<file path="src/rtl/hptd_pkg.sv">
package hptd_pkg;
  localparam int REG_W   = 16;
  localparam int DA_W    = 13;
  localparam int SPIN_W  = 6;
  localparam int ERR_N   = 5;
  localparam int OVFL_BIT = 5;

  typedef enum logic [2:0] {
    RS_LOOK  = 3'd0,
    RS_DADDR = 3'd1,
    RS_ERSTA = 3'd2,
    RS_CTL   = 3'd3,
    RS_WCNT  = 3'd4,
    RS_CADDR = 3'd5,
    RS_MAINT = 3'd6,
    RS_DBUF  = 3'd7
  } reg_sel_e;

  // Byte-lane merge of a write into the old register value.
  function automatic logic [REG_W-1:0] merge_lane(input logic [REG_W-1:0] old_v,
                                                  input logic [REG_W-1:0] new_v,
                                                  input logic byte_en,
                                                  input logic odd);
    if (!byte_en)  return new_v;
    else if (odd)  return {new_v[7:0], old_v[7:0]};
    else           return {old_v[15:8], new_v[7:0]};
  endfunction

  // Rotation step of the look-ahead position.
  function automatic logic [DA_W-1:0] spin_step(input logic [DA_W-1:0] la);
    return {la[DA_W-1:SPIN_W], la[SPIN_W-1:0] + {{(SPIN_W-1){1'b0}}, 1'b1}};
  endfunction

  function automatic logic [1:0] platter_of(input logic [DA_W-1:0] da);
    return da[DA_W-1:DA_W-2];
  endfunction
endpackage

</file>
<file path="src/rtl/hptd_decode.sv">
module hptd_decode #(
  parameter int N_REG = 8,
  localparam int SEL_W = $clog2(N_REG)
) (
  input  logic             en,
  input  logic             wr,
  input  logic [SEL_W-1:0] sel,
  output logic [N_REG-1:0] wr_hit,
  output logic [N_REG-1:0] rd_hit
);
  for (genvar i = 0; i < N_REG; i++) begin : g_hit
    assign wr_hit[i] = en &  wr & (sel == SEL_W'(i));
    assign rd_hit[i] = en & ~wr & (sel == SEL_W'(i));
  end
endmodule

</file>
<file path="src/rtl/hptd_lookahead.sv">
module hptd_lookahead
  import hptd_pkg::*;
(
  input  logic            clk,
  input  logic            rst_n,
  input  logic            load,
  input  logic [DA_W-1:0] load_val,
  input  logic            advance,
  output logic [DA_W-1:0] la_q
);
  always_ff @(posedge clk) begin
    if (!rst_n)       la_q <= '0;
    else if (load)    la_q <= load_val;
    else if (advance) la_q <= spin_step(la_q);
  end
endmodule

</file>
<file path="src/rtl/hptd_csr.sv">
module hptd_csr
  import hptd_pkg::*;
(
  input  logic             clk,
  input  logic             rst_n,
  input  logic             cs_wr,
  input  logic [REG_W-1:0] cs_val,
  input  logic             ned_set,
  input  logic             ned_clr,
  input  logic             seq_done,
  input  logic [ERR_N-1:0] seq_err_set,
  input  logic [REG_W-1:0] seq_er_set,
  output logic [REG_W-1:0] cs_word,
  output logic [REG_W-1:0] er_q,
  output logic [ERR_N-1:0] err_bits,
  output logic             irq,
  output logic             start_q,
  output logic             abort_q,
  output logic             done_q,
  output logic             ie_q,
  output logic [1:0]       run_func,
  output logic             inh_q,
  output logic [1:0]       mex_q,
  output logic             maint_q
);
  logic [1:0]       func_q;
  logic             abort_evt, start_evt, ie_next, done_set, done_rise, err_sum;
  logic [ERR_N-1:0] ned_mask;

  assign abort_evt = cs_wr & cs_val[8];
  assign start_evt = cs_wr & cs_val[0] & (done_q | cs_val[8]);
  assign ie_next   = cs_wr ? cs_val[6] : ie_q;
  assign done_set  = abort_evt | seq_done;
  assign done_rise = done_set & ~done_q & ~start_evt;
  assign ned_mask  = ERR_N'(2);
  assign err_sum   = (|err_bits) | (|er_q);

  always_ff @(posedge clk) begin
    if (!rst_n) begin
      done_q <= 1'b1; ie_q <= 1'b0; inh_q <= 1'b0; mex_q <= '0; maint_q <= 1'b0;
      func_q <= '0; run_func <= '0; err_bits <= '0; er_q <= '0; irq <= 1'b0;
      start_q <= 1'b0; abort_q <= 1'b0;
    end else begin
      start_q <= start_evt;
      abort_q <= abort_evt;
      if (cs_wr) begin
        inh_q   <= cs_val[9];
        ie_q    <= cs_val[6];
        mex_q   <= cs_val[5:4];
        maint_q <= cs_val[3];
        func_q  <= cs_val[2:1];
      end
      if (start_evt) begin
        done_q   <= 1'b0;
        err_bits <= '0;
        er_q     <= '0;
        run_func <= cs_val[2:1];
      end else begin
        if (done_set) done_q <= 1'b1;
        err_bits <= (err_bits & ~(ned_clr ? ned_mask : '0)) | seq_err_set
                    | (ned_set ? ned_mask : '0);
        er_q <= er_q | seq_er_set;
      end
      if (start_evt)                                 irq <= 1'b0;
      else if (done_rise && ie_next)                 irq <= 1'b1;
      else if (cs_wr && !cs_val[6])                  irq <= 1'b0;
      else if (cs_wr && cs_val[6] && !ie_q && done_q) irq <= 1'b1;
    end
  end

  assign cs_word = {err_sum, err_bits, inh_q, 1'b0, done_q, ie_q, mex_q, maint_q, func_q, 1'b0};
endmodule

</file>
<file path="src/rtl/hptd_regfile.sv">
module hptd_regfile
  import hptd_pkg::*;
#(
  parameter int NUM_PLATTERS = 4
) (
  input  logic        clk,
  input  logic        rst_n,
  input  logic        bus_en,
  input  logic        bus_wr,
  input  logic        bus_byte,
  input  logic [3:0]  bus_addr,
  input  logic [15:0] bus_wdata,
  output logic [15:0] bus_rdata,
  output logic        irq,
  output logic        seq_start,
  output logic        seq_abort,
  output logic [1:0]  seq_func,
  output logic [12:0] seq_disk_addr,
  output logic [15:0] seq_word_cnt,
  output logic [17:0] seq_mem_addr,
  output logic        seq_inhibit,
  output logic        seq_maint,
  input  logic        seq_done,
  input  logic [4:0]  seq_err_set,
  input  logic [15:0] seq_er_set,
  input  logic        seq_db_load,
  input  logic [15:0] seq_db_val
);
  localparam int N_REG = 8;

  logic [N_REG-1:0] wr_hit, rd_hit;
  logic [REG_W-1:0] view, merged, cs_word, er_q;
  logic [DA_W-1:0]  da_q, la_q;
  logic [REG_W-1:0] wc_q, ca_q, mn_q, db_q;
  logic [ERR_N-1:0] err_bits;
  logic [1:0]       mex_q;
  logic             done_q, ie_q, inh_q, maint_q, ned_q, la_bad;
  logic             da_wr_evt, da_bad, la_rd_evt;

  hptd_decode #(.N_REG(N_REG)) u_dec (
    .en(bus_en), .wr(bus_wr), .sel(bus_addr[3:1]), .wr_hit(wr_hit), .rd_hit(rd_hit)
  );

  assign ned_q  = err_bits[1];
  assign la_bad = ned_q | er_q[OVFL_BIT];

  always_comb begin
    case (reg_sel_e'(bus_addr[3:1]))
      RS_LOOK:  view = {la_bad, 2'b00, la_q};
      RS_DADDR: view = {3'b000, da_q};
      RS_ERSTA: view = er_q;
      RS_CTL:   view = cs_word;
      RS_WCNT:  view = wc_q;
      RS_CADDR: view = ca_q;
      RS_MAINT: view = mn_q;
      default:  view = db_q;
    endcase
  end
  assign bus_rdata = view;
  assign merged    = merge_lane(view, bus_wdata, bus_byte, bus_addr[0]);

  assign da_wr_evt = wr_hit[RS_DADDR];
  assign da_bad    = 32'(platter_of(merged[DA_W-1:0])) >= NUM_PLATTERS;
  assign la_rd_evt = rd_hit[RS_LOOK];

  hptd_lookahead u_la (
    .clk(clk), .rst_n(rst_n), .load(da_wr_evt & ~da_bad),
    .load_val(merged[DA_W-1:0]), .advance(la_rd_evt), .la_q(la_q)
  );

  hptd_csr u_csr (
    .clk(clk), .rst_n(rst_n), .cs_wr(wr_hit[RS_CTL]), .cs_val(merged),
    .ned_set(da_wr_evt & da_bad), .ned_clr(da_wr_evt & ~da_bad),
    .seq_done(seq_done), .seq_err_set(seq_err_set), .seq_er_set(seq_er_set),
    .cs_word(cs_word), .er_q(er_q), .err_bits(err_bits), .irq(irq),
    .start_q(seq_start), .abort_q(seq_abort), .done_q(done_q), .ie_q(ie_q),
    .run_func(seq_func), .inh_q(inh_q), .mex_q(mex_q), .maint_q(maint_q)
  );

  always_ff @(posedge clk) begin
    if (!rst_n) begin
      da_q <= '0; wc_q <= '0; ca_q <= '0; mn_q <= '0; db_q <= '0;
    end else begin
      if (da_wr_evt)          da_q <= merged[DA_W-1:0];
      if (wr_hit[RS_WCNT])    wc_q <= merged;
      if (wr_hit[RS_CADDR])   ca_q <= {merged[15:1], 1'b0};
      if (wr_hit[RS_MAINT])   mn_q <= {merged[15:6], 6'b0};
      if (seq_db_load)        db_q <= seq_db_val;
    end
  end

  assign seq_disk_addr = da_q;
  assign seq_word_cnt  = wc_q;
  assign seq_mem_addr  = {mex_q, ca_q};
  assign seq_inhibit   = inh_q;
  assign seq_maint     = maint_q;
endmodule

</file>
<file path="config.mk">
export PLATFORM = sky130hd
export DESIGN_NAME = hptd_regfile
export DESIGN_NICKNAME = d
export VERILOG_FILES = /design/src/rtl/hptd_pkg.sv /design/src/rtl/hptd_decode.sv /design/src/rtl/hptd_lookahead.sv /design/src/rtl/hptd_csr.sv /design/src/rtl/hptd_regfile.sv
export SDC_FILE = /design/constraint.sdc
export NUM_CORES = 1
export LEC_CHECK = 0
export ABC_AREA = 1
export BUFFER_PORTS_ARGS = -buffer_cell sky130_fd_sc_hd__buf_2
export CAP_MARGIN = 20
export CELL_PAD_IN_SITES_DETAIL_PLACEMENT = 1
export CELL_PAD_IN_SITES_GLOBAL_PLACEMENT = 2
export CORE_ASPECT_RATIO = 0.5
export CORE_MARGIN = 3
export CORE_UTILIZATION = 26
export DETAILED_ROUTE_END_ITERATION = 8
export GPL_ROUTABILITY_DRIVEN = 0
export GPL_TIMING_DRIVEN = 0
export PLACE_DENSITY = 0.85
export SYNTH_ARGS = -nofsm -noshare
export SYNTH_HDL_FRONTEND = slang
export SYNTH_SLANG_ARGS = --single-unit
</file>
<file path="constraint.sdc">
create_clock -name clk -period 1.3 [get_ports clk]
set_input_delay 0.065 -clock clk [delete_from_list [all_inputs] [get_ports clk]]
set_output_delay 0.065 -clock clk [all_outputs]
set_load 0.01 [all_outputs]
</file>
==> flow_summary.toml, run 1 <==
[logic_synthesis]
synthArstFlopShare_pct = 0
synth_seq_cells = 117
synth_top_family_by_area = "simple AND/OR/NAND/NOR gates"
synthAdderAreaFrac_pct = 0.221
synth-edff-count = 0
ys_top_cells_by_area = "dfxtp_1, nand2_1, inv_1"
synth_nets = 873
synth.most_common_cell = "nand2_1"
avgSynthCellArea_um2 = 7.02
synth-main-ff-cell = "dfxtp_1"
synth_top_area_share_pct = 41.3
synth-xor-area-share_pct = 0
synth.distinct_cells = 43
synth_mux_area_share_pct = 0
post_synth_and_or_nand_nor_area_fraction_pct = 26.8
ys_warn_count = 0
yosys.area.top_type = "dfxtp_1"
synth_compound_area_share_pct = 18.5
synth_common_cells = "nand2_1, inv_1, dfxtp_1"
ys_seq_area_share_pct = 41.3
syn-instance-count = 808
synth_area_mm2 = 0.00567

[clocking]
cts_buffers = 17
clockBufferDepth = 2
path_clk_slew_ns = 0.06
cts_tree = "done"
cts_sinks = 117
root_buffer = "clkbuf_16"
htree_levels = 4
clk_latency_ns = 0.42

[cells_and_area]
layout-drive-gt1-share_pct = 48.8
fin_nets = 1125
diodes = 0
area_delta_synth_final_pct = 64.4
final_util_pct = 44.5
nFillCells = 2557
fin_area_mm2 = 0.00933

[worst_setup_path]
crit_buf_inv = 2
crit_path_start_kind = "flip-flop"
worst_path_largest_cell_delay_ns = 0.46
cp_top_family = "compound AO/OA/AOI/OAI gates"
path_cells = "nor2_4, buf_4, o21ai_0, nor3_1, nand3_2, buf_6"
crit_fanout = 3
worstPathRequired_ns = 1.24
r2r-start = "u_csr.er_q[0]$_SDFF_PP0_"
critPathArrivalTime_ns = 1.79
setup.worst_path.class = "flip-flop to output pin"
startpoint = "u_csr.er_q[5]$_SDFF_PP0_"
endpoint_kind = "output pin"
crit_slowest_cell = "o21ai_0"

[pwr]
powerDensity_mw_per_mm2 = 1060
power_uw = 9930
irDropWorstVdd_uv = 808
leakage_uw = 0.00431

[detailed_routing]
dr.pass1.iters = 5
viasPerCell = 4.84
wl_met1_um = 11900
top_layer = "met4"
drt_iter0_drc = 452
wl_met3_um = 1470
drc = 0
drt-total-wl_um = 27000
vias = 6603
wl_met2_um = 13100
wl_per_cell_um = 19.8
drtAntennaViolNets = 0

[min_path]
hp-start = "bus_wdata[11]"
hold_class = "primary input to flip-flop"

[placed_design]
placed_area_mm2 = 0.00671
numPortBuffers = 130
dp_hpwl_um = 18700

[global_routing]
grt_overflow = 0
grt_antenna_before_repair = 0
grt_pass1_wl_um = 39800
first_global_vias = 6893
grt_max_degree = 17
grt_usage_pct = 21.8

[timing]
drv_slew = 0
layout_min_cycle_time_ns = 1.86
setup_violations = 104
timing.final.ws_setup_ns = -0.556
worst_pin_slew_ns = 1.16
skew_ns = 0.0101
relSlewSlack_pct = 22.4
fin_crit_sh_pct = 143
hold_violations = 0
fmax_mhz = 539
holdWs_ns = 0.0753
rsz0062_at_grt = "true"

[floorplanning]
boundaryPins = 134
dieWidth_um = 215
placementRows = 37
start_util_pct = 27.1
die_area_mm2 = 0.0237
die_h_um = 110
fp.coreArea_mm2 = 0.0210

[status]
outcome = "finished, violations left"
violations = "setup timing"

[flow_run]
maxCapViolations = 0
==> routing by layer <==
metal,GRT usage (%),vias to the layer above
met3,4.59,43
met5,0,-
met2,36.7,197
li1,-,3096
met4,5.93,0
met1,28.4,3267
==> cell families (layout without fill, tap and decap cells) <==
family	count (synthesis)	count (layout)
adders and majority gates	1	1
buffers and inverters	176	441
and+or+nand+nor	321	321
DFF	117	117
other	1	1
AOI/OAI and AO/OA	192	192
==> worst register-to-register path, delay by kind of cell, from the launching register on <==
family / cells / cell delay [ns]
simple gates: 7 / 0.74
buf+inv: 4 / 0.49
flops: 1 / 0.36
compound gates: 1 / 0.05
==> flip-flops by register name (all words and copies together), names as in the netlist, 2 cells and up <==
register        cells
u_csr.func_q        2
mn_q               10
u_la.la_q          13
seq_word_cnt       16
ca_q               15
u_csr.err_bits      5
u_csr.mex_q         2
u_csr.run_func      2
seq_disk_addr      13
u_csr.er_q         16
db_q               16
==> path summary, 6_finish.rpt <==
check,to,slack (ns),cells after the start
min,ca_q[11]$_SDFFE_PN0P_,0.08,5
max,bus_rdata[15],-0.56,6
max reg2reg,u_csr.er_q[9]$_SDFF_PP0_,-0.39,12
min reg2reg,u_csr.run_func[1]$_SDFFE_PN0P_,0.46,2
==> what timing repair did <==
action | CTS | global route
buffers inserted | 50 | 25
pin swaps | 56 | 49
endpoints found under the hold margin | 38 | 0
hold buffers | 38 | 0
resized for setup | 247 | 123
cloned | 2 | 0
setup endpoints to repair | 107 | 112
==> per-stage QoR <==
stage                     setup TNS [ns]  worst slack (ns)  instances
after global placement            -62.95            -0.849       1230
after floorplan                    -1.05           -0.0540        808
final                             -18.46            -0.556       1365
after detailed placement          -64.20            -0.882       1230
after CTS                         -14.48            -0.505       1348
after global routing              -24.74            -0.559       1365
==> cells in the final DEF (no fill, tap or decap), drive strengths merged, types with 3 or more instances in the layout <==
master,n
buf,210
inv,142
nand2,139
nor2,122
dfxtp,117
a21oi,80
o21ai,78
dlygate4sd3,38
clkbuf,36
nand3,35
o22ai,18
nand4,11
clkinvlp,7
nor3,7
clkinv,7
o211ai,5
nor4,4
a21boi,3
==> cell type report <==
| cell class | count | area, µm² | area share [%] |
|---|---|---|---|
| repair buffers | 235 | 1700 | 18.2 |
| flip-flops and latches | 117 | 2400 | 25.8 |
| clock buffers | 17 | 425 | 4.56 |
| well taps | 292 | 365 | 3.92 |
| multi-input cells | 515 | 3510 | 37.6 |
| plain buffers | 32 | 231 | 2.48 |
| clock inverters | 15 | 134 | 1.44 |
| inverters | 142 | 562 | 6.02 |
==> power by group <==
group	total (µW)	switching, µW	internal [µW]	leakage, µW
sequential	3820	101	3720	0.000973
combinational	1590	943	644	0.00308
clock	4520	1890	2630	0.000258
Power figures use the tool's default switching activity.
==> run 2, diff against run 1 <==
--- a/config.mk
+++ b/config.mk
@@ -16,6 +16,7 @@
 export DETAILED_ROUTE_END_ITERATION = 8
 export GPL_ROUTABILITY_DRIVEN = 0
 export GPL_TIMING_DRIVEN = 0
+export HOLD_SLACK_MARGIN = 0.1
 export PLACE_DENSITY = 0.85
 export SYNTH_ARGS = -nofsm -noshare
 export SYNTH_HDL_FRONTEND = slang
==> run 2 against run 1 <==
Against the previous run:
- the run still ends with setup timing left
- critical path depth stayed put
- sequential cell count is the same
- cell area is 0.72% higher
- sequential power about the same
- total power is 0.23% higher
- die area did not move
- first-iteration DRC count up 7.7%
- clock power about the same
- sequential share of layout area shrank 0.17 points
- critical path type unchanged
- highest routed layer unchanged
==> flow_summary.toml, run 2 (synthesis gave the netlist of run 1 again) <==
[status]
outcome = "finished, violations left"
violations = "setup timing"

[detailed_routing]
wl_met3_um = 1420
viasPerCell = 4.83
drtAntennaViolNets = 0
wl_met1_um = 12000
drt-total-wl_um = 27200
wl_per_cell_um = 19.8
top_layer = "met4"
drt_iter0_drc = 487
vias = 6623
wl_met2_um = 13100
drc = 0
dr.pass1.iters = 5

[clocking]
clockBufferDepth = 2
htree_levels = 4
clk_latency_ns = 0.42
root_buffer = "clkbuf_16"
cts_sinks = 117
cts_buffers = 17
path_clk_slew_ns = 0.06
cts_tree = "done"

[timing]
hold_violations = 0
setup_violations = 106
fmax_mhz = 539
fin_crit_sh_pct = 143
skew_ns = 0.00922
rsz0062_at_grt = "true"
drv_slew = 0
holdWs_ns = 0.125
worst_pin_slew_ns = 1.10
layout_min_cycle_time_ns = 1.85
timing.final.ws_setup_ns = -0.554
relSlewSlack_pct = 26.8

[worst_setup_path]
worst_path_largest_cell_delay_ns = 0.45
path_cells = "nor2_4, buf_4, o21ai_0, nor3_1, nand3_2, buf_6"
worstPathRequired_ns = 1.24
reg2reg_depth = 12
crit_path_start_kind = "flip-flop"
startpoint = "u_csr.er_q[5]$_SDFF_PP0_"
r2r-start = "u_csr.er_q[0]$_SDFF_PP0_"
crit_fanout = 3
endpoint_kind = "output pin"
setup.worst_path.class = "flip-flop to output pin"
crit_slowest_cell = "o21ai_0"
critPathArrivalTime_ns = 1.79

[placed_design]
numPortBuffers = 130
dp_hpwl_um = 18700
post-place-cells = 1230
post-place-ws_ns = -0.882

[global_routing]
grt_max_degree = 17
grt_overflow = 0
grt_pass1_wl_um = 40400
grt_antenna_before_repair = 1
first_global_vias = 7018
grt_usage_pct = 22.2

[floorplanning]
placementRows = 37
die_area_mm2 = 0.0237
boundaryPins = 134
start_util_pct = 27.1
fp.coreArea_mm2 = 0.0210
dieWidth_um = 215
die_h_um = 110

[cells_and_area]
nFillCells = 2538
final_cell_mix = "buf_2, inv_1, nand2_1, dfxtp_1, nor2_1"
regArea_mm2 = 0.00240
final_util_pct = 44.8
area_delta_synth_final_pct = 65.6
fin_nets = 1130
layout-drive-gt1-share_pct = 48.2
multi_input_area_mm2 = 0.00350
final_cells = 1371
final_common_cell = "buf_2"

[min_path]
hp-start = "bus_wdata[1]"
min_path_cells = 5
hold_class = "primary input to flip-flop"

[pwr]
powerDensity_mw_per_mm2 = 1060
leakage_uw = 0.00432
power_uw = 9950
irDropWorstVdd_uv = 804

[flow_run]
maxCapViolations = 0
-- run 2: changes by cell type in the layout (fill, tap and decap cells not counted), sizes merged --
cell         delta
buf             -4
diode           +1
dlygate4sd3     +9
-- run 2: what timing repair did --
| item | 4_1_cts | 5_1_grt |
|---|---|---|
| gates resized for setup | 247 | 124 |
| hold buffers | 47 | 0 |
| buffers inserted | 50 | 22 |
| setup endpoints to repair | 107 | 112 |
| cloned | 2 | 0 |
| pin swaps | 56 | 52 |
| endpoints found under the hold margin | 56 | 0 |
-- run 2: power by group --
group / switching (µW) / total [µW] / internal, µW
clock: 1880 / 4510 / 2630
sequential: 101 / 3820 / 3720
combinational: 955 / 1620 / 665
-- run 2: final timing paths --
kind | to | slack [ns]
worst max-delay path | bus_rdata[15] | -0.55
worst max register to register | u_csr.er_q[9]$_SDFF_PP0_ | -0.39
worst min-delay path | seq_word_cnt[9]$_SDFFE_PN0P_ | 0.13
worst min register to register | u_csr.run_func[1]$_SDFFE_PN0P_ | 0.46
-- run 2: worst max-delay path: cells and delay by family, from the launching register on --
| kind | cells | cell delay, ns |
|---|---|---|
| and+or+nand+nor | 3 | 0.31 |
| AOI/OAI and AO/OA | 1 | 0.45 |
| buffers and inverters | 2 | 0.23 |
| DFF | 1 | 0.37 |
-- run 2: metrics by stage --
stage	instance area, µm²	setup TNS (ns)
finish	9400	-18.30
global route	9400	-24.63
CTS	8870	-14.48
detailed placement	6710	-64.20
global placement	6710	-62.95
floorplan	5690	-1.05
-- run 2: metal layers --
metal  track usage (%)  up-vias
met5                 0        -
met4              7.04        0
met3              5.03       49
met2              37.2      194
met1              28.3     3274
li1                  -     3106
-- run 2: final cells by class --
cell class                 instances  share of cell area [%]
multi-input combinational        515                    37.3
sequential                       117                    25.6
timing repair buffer             240                    18.8
inverter                         142                    5.98
clock buffer                      17                    4.53
tap                              292                    3.89
buffer                            32                    2.46
clock inverter                    15                    1.42
antenna                            1                  0.0266
==> run 3, diff against run 2 <==
--- a/config.mk
+++ b/config.mk
@@ -5,19 +5,19 @@
 export SDC_FILE = /design/constraint.sdc
 export NUM_CORES = 1
 export LEC_CHECK = 0
-export ABC_AREA = 1
+export ABC_AREA = 0
 export BUFFER_PORTS_ARGS = -buffer_cell sky130_fd_sc_hd__buf_2
 export CAP_MARGIN = 20
 export CELL_PAD_IN_SITES_DETAIL_PLACEMENT = 1
 export CELL_PAD_IN_SITES_GLOBAL_PLACEMENT = 2
 export CORE_ASPECT_RATIO = 0.5
 export CORE_MARGIN = 3
-export CORE_UTILIZATION = 26
+export CORE_UTILIZATION = 28
 export DETAILED_ROUTE_END_ITERATION = 8
 export GPL_ROUTABILITY_DRIVEN = 0
 export GPL_TIMING_DRIVEN = 0
 export HOLD_SLACK_MARGIN = 0.1
-export PLACE_DENSITY = 0.85
+export PLACE_DENSITY = 0.86
 export SYNTH_ARGS = -nofsm -noshare
 export SYNTH_HDL_FRONTEND = slang
 export SYNTH_SLANG_ARGS = --single-unit
==> run 3 against run 2 <==
Against the previous run:
- hold slack worse by 0.037 ns
- clock skew is 0.0014 ns higher
- the run still ends with setup timing left
- fmax is 3.2% lower
- sequential power hardly changed
- die area is 11% lower
==> flow_summary.toml, run 3 <==
[global_routing]
grt_antenna_before_repair = 0
grtUsageMet1_pct = 31.3
grt_overflow = 0
first_global_vias = 6460
grt_pass1_wl_um = 38900
grt_util_met3_pct = 4.60
grt_usage_pct = 24.0
grt_max_degree = 17
busiest_layer = "met2"
met2_usage_pct = 40.1

[floorplanning]
fp.coreArea_mm2 = 0.0187
placementRows = 35
die_h_um = 104
start_util_pct = 28.9
dieWidth_um = 202
die_area_mm2 = 0.0211
boundaryPins = 134

[worst_setup_path]
rr_endpoint = "mn_q[15]$_SDFFE_PN0P_"
r2r-start = "u_csr.er_q[6]$_SDFF_PP0_"
worstPathRequired_ns = 1.24
worst_path_largest_cell_delay_ns = 0.36
reg2reg_depth = 6
setup.worst_path.class = "flip-flop to output pin"
crit_path_start_kind = "flip-flop"
crit_fanout = 2
critPathArrivalTime_ns = 1.85
crit_slowest_cell = "dfxtp_4"
endpoint_kind = "output pin"
path_cells = "nor4_4, nand4_1, o211ai_1, a31oi_2, buf_2"
regToRegSetupSlack_ns = -0.60

[timing]
hold_violations = 0
relSlewSlack_pct = 44.2
worst_pin_slew_ns = 0.837
skew_ns = 0.0107
fmax_mhz = 522
drv_slew = 0
timing.final.ws_setup_ns = -0.615
fin_crit_sh_pct = 147
holdWs_ns = 0.0885
setup_violations = 117
layout_min_cycle_time_ns = 1.92
rsz0062_at_grt = "true"

[placed_design]
placed_area_mm2 = 0.00667
numPortBuffers = 131
dp_hpwl_um = 17800

[clocking]
clk_latency_ns = 0.43
clockBufferDepth = 2
root_buffer = "clkbuf_16"
cts_sinks = 117
htree_levels = 4
cts_buffers = 17
cts_tree = "done"
path_clk_slew_ns = 0.06

[pwr]
p_clk_share_pct = 45.5
irDropWorstVdd_uv = 987
leakage_uw = 0.00361
p_switching_uw = 3020
powerDensity_mw_per_mm2 = 1150
share_seq_of_total_power_pct = 37.8
combPwrFrac_pct = 16.7
intPower_uw = 7140
switching_share_pct = 29.7

[status]
outcome = "finished, violations left"
violations = "setup timing"

[min_path]
hp-start = "bus_wdata[10]"
hold_class = "primary input to flip-flop"
min_path_cells = 4
holdPathEnd = "seq_disk_addr[10]$_SDFFE_PN0P_"

[flow_run]
maxCapViolations = 0

[logic_synthesis]
ys_top_cells_by_area = "dfxtp_1, nor2_1, mux2i_1"
synth_common_cells = "nor2_1, dfxtp_1, a21oi_1"
synthArstFlopShare_pct = 0
synth_top_area_share_pct = 43.4
synth.most_common_cell = "nor2_1"
synth_area_mm2 = 0.00539
ys_warn_count = 0
synth-main-ff-cell = "dfxtp_1"
ys_seq_area_share_pct = 43.4
syn-instance-count = 630
yosys.area.top_type = "dfxtp_1"
synth_nets = 695
synth-edff-count = 0
avgSynthCellArea_um2 = 8.56
synth_seq_cells = 117
synth.distinct_cells = 66

[cells_and_area]
nFillCells = 2155
final_cell_mix = "buf_2, nor2_1, dfxtp_1, dlygate4sd3_1, dfxtp_2"
regArea_mm2 = 0.00240
fin_area_mm2 = 0.00880
area_delta_synth_final_pct = 63.3
multi_input_area_mm2 = 0.00358
layout-drive-gt1-share_pct = 49.9
final_common_cell = "buf_2"
fin_nets = 931
diodes = 0

[detailed_routing]
vias = 6214
drtAntennaViolNets = 0
drt-total-wl_um = 26700
drt_iter0_drc = 550
dr.pass1.iters = 4
wl_per_cell_um = 23.5
drc = 0
viasPerCell = 5.46
[run 3: worst max path at each step]
| stage | startpoint | to | slack [ns] | depth (start not counted) |
|---|---|---|---|---|
| final | u_csr.er_q[6]$_SDFF_PP0_ | bus_rdata[15] | -0.62 | 5 |
| after CTS | seq_word_cnt[8]$_SDFFE_PN0P_ | u_csr.er_q[1]$_SDFF_PP0_ | -0.54 | 7 |
| after global routing | u_csr.er_q[6]$_SDFF_PP0_ | bus_rdata[15] | -0.72 | 5 |
| after floorplan | seq_word_cnt[8]$_SDFFE_PN0P_ | u_csr.err_bits[1]$_SDFF_PP0_ | -0.42 | 7 |
| after global placement | seq_disk_addr[0]$_SDFFE_PN0P_ | u_csr.er_q[3]$_SDFF_PP0_ | -0.87 | 7 |
| after detailed placement | bus_addr[1] | u_csr.er_q[7]$_SDFF_PP0_ | -0.91 | 7 |
[run 3: cell type report]
type	count	share of cell area [%]
Buffer	47	4.58
Clock buffer	18	4.99
Clock inverter	14	1.48
Inverter	6	0.256
Multi-Input combinational cell	460	40.6
Sequential cell	117	27.3
Tap cell	259	3.68
Timing Repair Buffer	217	17.1
[run 3: power by group through the flow]
stage	combinational [µW]	clock, µW	sequential, µW
after floorplan	719	0	3870
after global placement	1160	0	3900
after detailed placement	1180	0	3910
after CTS	1490	4610	3840
after global routing	1780	4810	3850
final	1690	4620	3840
[run 3: per-layer routing]
| layer | vias up | routed length, µm |
|---|---|---|
| li1 | 2728 | - |
| met1 | 3177 | 11500 |
| met2 | 264 | 12900 |
| met3 | 45 | 1730 |
| met4 | 0 | 535 |
| met5 | - | 0 |
[run 3: cell families (layout without fill, tap and decap cells)]
logic type	after synthesis	count (layout)	synth area share, %
flip-flops	117	117	43.4
AND/OR/NAND/NOR	238	238	20.2
other	1	1	0.0695
XOR/XNOR	3	3	0.487
adder cells (fa/ha/maj)	1	1	0.232
multiplexers	46	46	10.0
buffers and inverters	53	302	5.41
AO/OA/AOI/OAI	171	171	20.1
[run 3: what timing repair did]
item | in CTS | in global routing
buffers inserted | 30 | 10
hold endpoints to repair | 60 | 0
hold buffers | 44 | 0
gates cloned | 1 | 1
pin swaps | 42 | 48
gates resized for setup | 108 | 99
endpoints found under the setup margin | 117 | 123
[run 3: critical path: cells and delay by family, from the launching register on]
family,cells,cell delay (ns)
buffers and inverters,1,0.18
and+or+nand+nor,2,0.46
DFF,1,0.36
AOI/OAI and AO/OA,2,0.42
[run 3: metrics by stage]
stage	setup WS (ns)	util, %	total power, µW	std cells	TNS, ns
floorplan	-0.418	-	4580	630	-18.78
global placement	-0.870	35.7	5060	1020	-76.38
detailed placement	-0.911	35.7	5080	1020	-81.24
CTS	-0.535	44.9	9930	1127	-38.53
global route	-0.718	47.2	10400	1138	-48.55
finish	-0.615	47.2	10200	1138	-42.95
